### src/rtl/dual_clk_shift_reg.sv
module dual_clk_shift_reg #(
  parameter int WIDTH       = 4,
  parameter int SYNC_STAGES = 2
) (
  input  logic             clk,
  input  logic             rst,
  input  logic             mode_load,
  input  logic             clk_shift,
  input  logic             clk_load,
  input  logic             ser_in,
  input  logic [WIDTH-1:0] par_in,
  output logic [WIDTH-1:0] q
);
  localparam int HIST = SYNC_STAGES + 1;

  logic [HIST-1:0] sh_hist, ld_hist;
  logic            fall_shift, fall_load, do_shift, do_load;

  always_ff @(posedge clk) begin
    if (rst) begin
      sh_hist <= '0;
      ld_hist <= '0;
    end else begin
      sh_hist <= {sh_hist[HIST-2:0], clk_shift};
      ld_hist <= {ld_hist[HIST-2:0], clk_load};
    end
  end

  assign fall_shift = sh_hist[HIST-1] & ~sh_hist[HIST-2];
  assign fall_load  = ld_hist[HIST-1] & ~ld_hist[HIST-2];
  assign do_load    = fall_load & mode_load;
  assign do_shift   = fall_shift & ~mode_load;

  always_ff @(posedge clk) begin
    if (rst)           q <= '0;
    else if (do_load)  q <= par_in;
    else if (do_shift) q <= {q[WIDTH-2:0], ser_in};
  end


  load_path_chk: assert property (@(posedge clk) disable iff (rst)
    (fall_load && mode_load) |=> q == $past(par_in));


  shift_path_chk: assert property (@(posedge clk) disable iff (rst)
    (fall_shift && !mode_load) |=> q == {$past(q[WIDTH-2:0]), $past(ser_in)});


  hold_chk: assert property (@(posedge clk) disable iff (rst)
    !(fall_load && mode_load) && !(fall_shift && !mode_load) |=> $stable(q));


  single_fall_chk: assert property (@(posedge clk) disable iff (rst)
    (fall_shift || fall_load) |=> !($past(fall_shift) && fall_shift) && !($past(fall_load) && fall_load));
endmodule

### config.mk
export PLATFORM = sky130hd
export DESIGN_NAME = dual_clk_shift_reg
export DESIGN_NICKNAME = d
export VERILOG_FILES = /design/src/rtl/dual_clk_shift_reg.sv
export SDC_FILE = /design/constraint.sdc
export NUM_CORES = 1
export LEC_CHECK = 0
export BUFFER_PORTS_ARGS = -buffer_cell sky130_fd_sc_hd__buf_2
export CORE_AREA = 2 2 39 41
export CTS_CLUSTER_DIAMETER = 50
export DETAILED_ROUTE_END_ITERATION = 10
export DIE_AREA = 0 0 41 43
export PLACE_DENSITY = 0.58
export REMOVE_ABC_BUFFERS = 1
export SETUP_SLACK_MARGIN = 0.2
export SYNTH_ARGS = -nofsm -noshare
export SYNTH_HDL_FRONTEND = slang
export SYNTH_SLANG_ARGS = --single-unit
### constraint.sdc
create_clock -name clk -period 1 [get_ports clk]
set_input_delay 0.2 -clock clk [delete_from_list [all_inputs] [get_ports clk]]
set_output_delay 0.2 -clock clk [all_outputs]
set_load 0.05 [all_outputs]
==> flow_metrics.env, run 1 <==
export IMPL_drt_iter0_drc=4
export IMPL_yosys_warnings=0
export IMPL_worst_pin_slew_ns=0.2144
export IMPL_die_h_um=43
export IMPL_critPathMaxStageDelay_ns=0.41
export IMPL_die_w_um=41
export IMPL_syn2layout_area_growth_pct=55.25
export IMPL_cts_tree="done"
export IMPL_htree_levels=1
export IMPL_grt_max_degree=11
export IMPL_clk_latency_ns=0.26
export IMPL_ys_seq_elements=10
export IMPL_ir_worst_vdd_mv=0.8119
export IMPL_clockBufferDepth=2
export IMPL_power_density_nw_per_um2=1327
export IMPL_mostFrequentLayoutCell="buf_2"
export IMPL_coreArea_um2=1384
export IMPL_fin_skew_ns=0.009751
export IMPL_critPathMaxFanout=4
export IMPL_end_kind="flop"
export IMPL_power_share_clock_pct=35.4
export IMPL_hold_class="primary input to flop"
export IMPL_grt_pass1_wl_um=1186
export IMPL_drc=0
export IMPL_drtPass1Iterations=3
export IMPL_cts_hold_buffers=0
export IMPL_vias_per_cell=4.500
export IMPL_utilization_pct=41.41
export IMPL_grt_overflow=0
export IMPL_start_util_pct=26.67
export IMPL_clk_pin_slew_ns=0.07
export IMPL_crit_chain="or3b_4 -> nand3_2 -> a21oi_1"
export IMPL_maxSlewHeadroom_pct=85.66
export IMPL_period_share_pct=98.40
export IMPL_max_freq_mhz=1016
export IMPL_grt_pass1_vias=314
export IMPL_grt_util_all_layers_pct=10.80
export IMPL_final_max_slew_violation_count=0
export IMPL_synth_distinct_cells=14
export IMPL_ctsRootBufferMaster="clkbuf_4"
export IMPL_seqPwrFrac_pct=55.1
export IMPL_maxCapViolations=0
export IMPL_routed_wl_um=729
export IMPL_boundaryPins=14
export IMPL_globalplace_congestion=0.5973
export IMPL_arrival_ns=1.13
export IMPL_wire_per_inst_um=10.41
export IMPL_cpMaxStageDelayCell="or3b_4"
export IMPL_seq_area_frac_synth_pct=54.24
export IMPL_antenna_found_initial=0
export IMPL_fin_nets=66
export IMPL_cp_required_ns=1.15
export IMPL_drive_gt1_share_pct=66.67
export IMPL_status="finished clean"
export IMPL_hold_ws_ns=0.1521
export IMPL_internal_power_uw=588.3
export IMPL_crit_family="simple AND/OR/NAND/NOR gates"
export IMPL_path_buf_inv=0
export IMPL_antenna_left=0
export IMPL_core_rowCount=14
export IMPL_p_sw_uw=172.4
export IMPL_hpwl_um=535.3
export IMPL_p_sw_share_pct=22.67
export IMPL_rsz0062_at_grt="true"
export IMPL_cts_buffers_inserted=3
export IMPL_numClockSinks=10
export IMPL_mostFrequentLayoutCells="buf_2, dfxtp_2, nor2b_1"
export IMPL_finalSetupViolations=0
export IMPL_p_leak_nw=0.2285
export IMPL_critical_path_class="flop to flop"
export IMPL_synth_area_um2=369.1
export IMPL_synthCells=35
export IMPL_io_buffers=13
export IMPL_vias=315
export IMPL_start_kind="flop"
export IMPL_finalHoldViolCount=0
export IMPL_n_antenna_cell=0
export IMPL_power_frac_comb_pct=9.5
export IMPL_avgSynthCellArea_um2=10.55
export IMPL_dieArea_um2=1763
export IMPL_period_minus_slack_ns=0.9840
-- timing repair --
action | in CTS | in global routing
endpoints found under the setup margin | 8 | 8
gates resized for setup | 22 | 2
setup buffers | 4 | 0
pin swaps | 7 | 1
-- synth_stat cells, drive strengths merged --
library cell / n / area [um^2]
nand3: 2 / 10.01
clkbuf: 1 / 3.750
and3b: 1 / 8.760
nor2: 2 / 7.510
nand3b: 1 / 7.510
nand2: 2 / 7.510
or3b: 1 / 11.26
nor3b: 1 / 12.51
a21oi: 4 / 20.02
a22oi: 2 / 15.01
nor2b: 6 / 40.04
a211oi: 2 / 25.02
dfxtp: 10 / 200.2
-- state kept, by name (all words and copies together), names as in the netlist --
name / cells
q: 4
ld_hist: 3
sh_hist: 3
-- path summary, 6_finish.rpt --
| kind | from | to | slack [ns] | cells past startpoint |
|---|---|---|---|---|
| worst max-delay path | sh_hist[1] | q[3] | 0.02 | 3 |
| worst min-delay path | clk_load | ld_hist[0] | 0.15 | 2 |
| worst max register to register | sh_hist[1] | q[3] | 0.02 | 3 |
| worst min register to register | sh_hist[0] | sh_hist[1] | 0.43 | 1 |
-- cell type report --
cell class / count / area (um^2)
fillers: 126 / 810.8
flip-flops and latches: 10 / 207.7
clock buffers: 3 / 22.52
multi-input cells: 24 / 187.7
repair buffers: 17 / 135.1
well taps: 16 / 20.02
-- cell families (layout without fill, tap and decap cells) --
family | count (synthesis) | after routing | synth area share (%)
compound gates | 8 | 8 | 16.27
flops | 10 | 10 | 54.24
buf+inv | 1 | 20 | 1.016
simple gates | 16 | 16 | 28.48
-- per-layer routing --
layer | vias to the layer above | part of all wire (%) | GRT usage [%]
li1 | 160 | - | -
met2 | 14 | 48 | 16.88
met1 | 141 | 41 | 9.477
met5 | - | 0 | 0
met4 | 0 | 0 | 4.000
met3 | 0 | 11 | 9.424
-- power groups by stage --
stage | Clock, mW | Sequential [mW] | Combinational, mW
floorplan | 0 | 0.435 | 0.0177
global placement | 0 | 0.426 | 0.0575
detailed placement | 0 | 0.426 | 0.0582
CTS | 0.291 | 0.419 | 0.0726
global route | 0.315 | 0.421 | 0.0776
finish | 0.269 | 0.419 | 0.0722
-- stage by stage --
step | setup TNS [ns] | power, mW | setup slack (ns) | cell area (um^2) | std cells
2_1_floorplan | -0.05408 | 0.4527 | -0.05408 | 365.4 | 34
3_3_place_gp | -0.02777 | 0.4833 | -0.01234 | 450.4 | 63
3_5_place_dp | -0.06139 | 0.4845 | -0.02045 | 450.4 | 63
4_1_cts | 0 | 0.7824 | 0.008388 | 570.5 | 70
5_1_grt | -0.09790 | 0.8139 | -0.02680 | 573.1 | 70
6_report | 0 | 0.7607 | 0.01604 | 573.1 | 70
(Power assumes the default switching activity.)
==> inputs of run 2 (changes only) <==
==> constraint.sdc (replaced) <==
create_clock -name clk -period 1 [get_ports clk]
set_input_delay 0.05 -clock clk [delete_from_list [all_inputs] [get_ports clk]]
set_output_delay 0.05 -clock clk [all_outputs]
set_load 0.05 [all_outputs]
==> flow_metrics.env, run 2 (synthesis gave the netlist of run 1 again) <==
export IMPL_status="finished, violations left"
export IMPL_violations="negative setup slack"
export IMPL_wire_per_inst_um=11.34
export IMPL_syn2layout_area_growth_pct=61.36
export IMPL_vias=328
export IMPL_hp_start="rst"
export IMPL_cp_required_ns=1.15
export IMPL_coreArea_um2=1384
export IMPL_worst_pin_slew_ns=0.2756
export IMPL_finalHoldViolCount=0
export IMPL_cts_buffers_inserted=3
export IMPL_start_util_pct=26.67
export IMPL_clockBufferDepth=2
export IMPL_r2r_start="sh_hist[1]"
export IMPL_critPathMaxFanout=4
export IMPL_fin_ws_ns=-0.007034
export IMPL_critPathMaxStageDelay_ns=0.42
export IMPL_r2r_cells=3
export IMPL_r2r_end="q[1]"
export IMPL_dieArea_um2=1763
export IMPL_cpMaxStageDelayCell="or3b_4"
export IMPL_power_density_nw_per_um2=1432
export IMPL_htree_levels=1
export IMPL_antenna_found_initial=0
export IMPL_io_buffers=13
export IMPL_arrival_ns=1.15
export IMPL_finalSetupViolations=3
export IMPL_globalplace_congestion=0.5984
export IMPL_r2r_slack_ns=-0.007
export IMPL_die_h_um=43
export IMPL_p_total_uw=853.1
export IMPL_mostFrequentLayoutCells="buf_2, dfxtp_1, nor2b_1"
export IMPL_numClockSinks=10
export IMPL_crit_path_end="q[1]"
export IMPL_largest_reg_flops=4
export IMPL_crit_chain="or3b_4 -> nand3_2 -> a21oi_1"
export IMPL_drt_iter0_drc=1
export IMPL_startpoint="sh_hist[1]"
export IMPL_vias_per_cell=4.620
export IMPL_place_area_um2=450.4
export IMPL_start_kind="flop"
export IMPL_routed_wl_um=805
export IMPL_drc=0
export IMPL_clk_latency_ns=0.26
export IMPL_drive_gt1_share_pct=63.64
export IMPL_hold_class="primary input to flop"
export IMPL_boundaryPins=14
export IMPL_ir_worst_vdd_mv=0.7578
export IMPL_end_kind="flop"
export IMPL_rsz0062_at_grt="true"
export IMPL_top_regs="q x4, ld_hist x3, sh_hist x3"
export IMPL_nFillCells=133
export IMPL_cts_tree="done"
export IMPL_core_rowCount=14
export IMPL_critical_path_class="flop to flop"
export IMPL_final_max_slew_violation_count=0
export IMPL_n_antenna_cell=0
export IMPL_fin_setup_tns_ns=-0.01563
export IMPL_drtPass1Iterations=2
export IMPL_antenna_left=0
export IMPL_period_minus_slack_ns=1.007
export IMPL_die_w_um=41
export IMPL_grt_overflow=0
export IMPL_p_leak_nw=0.2330
export IMPL_design_area_um2=595.6
export IMPL_grt_util_all_layers_pct=9.677
export IMPL_period_share_pct=100.7
export IMPL_clk_pin_slew_ns=0.07
export IMPL_maxCapViolations=0
export IMPL_grt_pass1_wl_um=1048
export IMPL_max_freq_mhz=993.0
export IMPL_fin_nets=66
export IMPL_hold_ws_ns=0.09483
export IMPL_ctsRootBufferMaster="clkbuf_4"
export IMPL_maxSlewHeadroom_pct=81.61
export IMPL_mostFrequentLayoutCell="buf_2"
export IMPL_regMostFlops="q"
export IMPL_grt_pass1_vias=281
export IMPL_grt_max_degree=11
export IMPL_fin_skew_ns=0.0008125
[run 2: cell count changes in the layout (fill, tap and decap cells not counted), sizes merged]
cell	before	now
buf	17	15
dlygate4sd3	0	2
clkbuf	3	4
[run 2: report_power, final]
group	leakage, nW	internal (mW)	switching [mW]
registers	0.0839	0.409	0.00743
logic	0.128	0.0401	0.0359
clock network	0.0210	0.221	0.140
[run 2: repair_timing]
action	CTS	global route
hold endpoints to repair	2	0
setup buffers	1	1
pin swaps	9	4
endpoints found under the setup margin	8	8
gates resized for setup	16	8
hold buffers	2	0
[run 2: layout make-up]
| cell class | count | area, um^2 | share of cell area (%) |
|---|---|---|---|
| repair buffers | 17 | 136.4 | 22.90 |
| flip-flops and latches | 10 | 207.7 | 34.87 |
| well taps | 16 | 20.02 | 3.361 |
| clock buffers | 4 | 36.28 | 6.092 |
| multi-input cells | 24 | 195.2 | 32.77 |
[run 2: metal layers]
metal  up-vias  global-route usage (%)  wire, um
li1        161                       -         -
met5         -                       0         0
met2        13                   13.75       400
met1       150                   9.121       327
met4         0                   8.000        18
met3         4                   6.283        58
[run 2: how the worst min path moves through the flow]
stage	slack (ns)	depth (start not counted)	endpoint
final	0.09	2	q[2]
after global routing	0.1	2	q[2]
after CTS	0.09	2	q[2]
after detailed placement	0.27	2	sh_hist[0]
after global placement	0.26	2	sh_hist[0]
after floorplan	0.11	1	q[0]
[run 2: critical path: cells and delay by family, from the launching register on]
family,cells,cell delay (ns)
flops,1,0.34
compound gates,1,0.07
simple gates,2,0.49
[run 2: per-stage QoR]
step | instances | utilization (%) | setup slack [ns]
global route | 71 | 43.04 | -0.05096
floorplan | 34 | - | -0.05408
detailed placement | 63 | 32.55 | -0.03233
global placement | 63 | 32.55 | -0.002346
CTS | 70 | 40.96 | 0.0001652
finish | 71 | 43.04 | -0.007034
==> inputs of run 3 (changes only) <==
- BUFFER_PORTS_ARGS: -buffer_cell sky130_fd_sc_hd__buf_2 -> -buffer_cell sky130_fd_sc_hd__clkbuf_2
- CTS_CLUSTER_DIAMETER: 50 -> 200
==> flow_metrics.env, run 3 (synthesis gave the netlist of run 1 again) <==
export IMPL_mostFrequentLayoutCell="clkbuf_2"
export IMPL_io_buffers=13
export IMPL_mostFrequentLayoutCells="clkbuf_2, nor2b_1, dfxtp_1"
export IMPL_worst_pin_slew_ns=0.2874
export IMPL_dieArea_um2=1763
export IMPL_power_density_nw_per_um2=1402
export IMPL_finalHoldViolCount=0
export IMPL_grt_overflow=0
export IMPL_p_leak_nw=0.2367
export IMPL_place_inst=63
export IMPL_syn2layout_area_growth_pct=64.41
export IMPL_antenna_left=0
export IMPL_drt_iter0_drc=3
export IMPL_ir_worst_vdd_mv=0.5625
export IMPL_hold_ws_ns=0.08417
export IMPL_drive_gt1_share_pct=67.27
export IMPL_cpMaxStageDelayCell="or3b_4"
export IMPL_maxCapViolations=0
export IMPL_clockBufferDepth=2
export IMPL_fin_ws_ns=-0.003902
export IMPL_fin_skew_ns=0.001020
export IMPL_violations="negative setup slack"
export IMPL_fin_setup_tns_ns=-0.009970
export IMPL_finalSetupViolations=3
export IMPL_hold_class="primary input to flop"
export IMPL_coreArea_um2=1384
export IMPL_die_w_um=41
export IMPL_max_freq_mhz=996.1
export IMPL_numClockSinks=10
export IMPL_regMostFlops="q"
export IMPL_end_kind="flop"
export IMPL_antenna_found_initial=0
export IMPL_start_kind="flop"
export IMPL_ctsRootBufferMaster="clkbuf_4"
export IMPL_boundaryPins=14
export IMPL_grt_pass1_wl_um=1145
export IMPL_globalplace_congestion=0.5795
export IMPL_critPathMaxFanout=4
export IMPL_period_minus_slack_ns=1.004
export IMPL_clk_pin_slew_ns=0.07
export IMPL_utilization_pct=43.85
export IMPL_period_share_pct=100.4
export IMPL_core_rowCount=14
export IMPL_die_h_um=43
export IMPL_crit_chain="or3b_4 -> nand2_2 -> a211oi_2"
export IMPL_largest_reg_flops=4
export IMPL_p_total_uw=851.0
export IMPL_n_antenna_cell=0
export IMPL_grt_util_all_layers_pct=10.28
export IMPL_hpwl_um=489.3
export IMPL_start_util_pct=26.67
export IMPL_critPathMaxStageDelay_ns=0.42
export IMPL_rsz0062_at_grt="true"
export IMPL_maxSlewHeadroom_pct=80.82
export IMPL_top_regs="q x4, ld_hist x3, sh_hist x3"
export IMPL_status="finished, violations left"
export IMPL_vias=314
export IMPL_fin_nets=66
export IMPL_routed_wl_um=793
export IMPL_arrival_ns=1.15
export IMPL_grt_max_degree=11
export IMPL_htree_levels=1
export IMPL_critical_path_class="flop to flop"
export IMPL_cp_required_ns=1.15
export IMPL_drc=0
export IMPL_grt_pass1_vias=302
export IMPL_finalNonFillerCells=71
export IMPL_cts_buffers_inserted=3
export IMPL_final_max_slew_violation_count=0
export IMPL_cts_tree="done"
export IMPL_vias_per_cell=4.423
export IMPL_clk_latency_ns=0.26
export IMPL_wire_per_inst_um=11.17
export IMPL_drtPass1Iterations=2
## run 3: timing repair
action                                  CTS  global route
setup buffers                             1             1
pin swaps                                 6             3
resized for setup                        14            13
hold buffers                              2             0
hold endpoints to repair                  2             0
endpoints found under the setup margin    8             8
gates cloned                              0             0
## run 3: final timing paths
kind | slack, ns | end | cells past startpoint | start
hold / removal | 0.08 | q[2] | 3 | par_in[2]
setup reg to reg | -0.004 | q[2] | 3 | sh_hist[1]
setup / recovery | -0.004 | q[2] | 3 | sh_hist[1]
hold reg to reg | 0.44 | ld_hist[1] | 1 | ld_hist[0]
## run 3: layer usage
layer  global-route usage [%]  wire, um  up-vias
met5                        0         0        -
met4                    8.000         0        0
met3                    4.712        52        0
met2                    13.75       404       11
met1                    12.05       337      141
li1                         -         -      162
## run 3: cell type report
type,instances,area (um^2)
Fill cell,130,777.0
Sequential cell,10,211.5
Multi-Input combinational cell,24,200.2
Timing Repair Buffer,17,138.9
Clock buffer,4,36.28
Tap cell,16,20.02
## run 3: stage by stage
step | cell area [um^2] | worst slack, ns
2_1_floorplan | 365.4 | -0.05408
3_3_place_gp | 450.4 | -0.005017
3_5_place_dp | 450.4 | -0.02844
4_1_cts | 566.8 | 0.004326
5_1_grt | 606.8 | -0.04700
6_report | 606.8 | -0.003902
## run 3: report_power, final
part / internal [mW] / switching [mW] / leakage (nW)
registers: 0.407 / 0.00783 / 0.0846
logic: 0.0405 / 0.0363 / 0.131
clock network: 0.221 / 0.138 / 0.0210
total: 0.668 / 0.183 / 0.237
## run 3: critical path: cells and delay by family, from the launching register on
| family | cells | cell delay [ns] |
|---|---|---|
| compound gates | 1 | 0.06 |
| simple gates | 2 | 0.50 |
| flops | 1 | 0.34 |
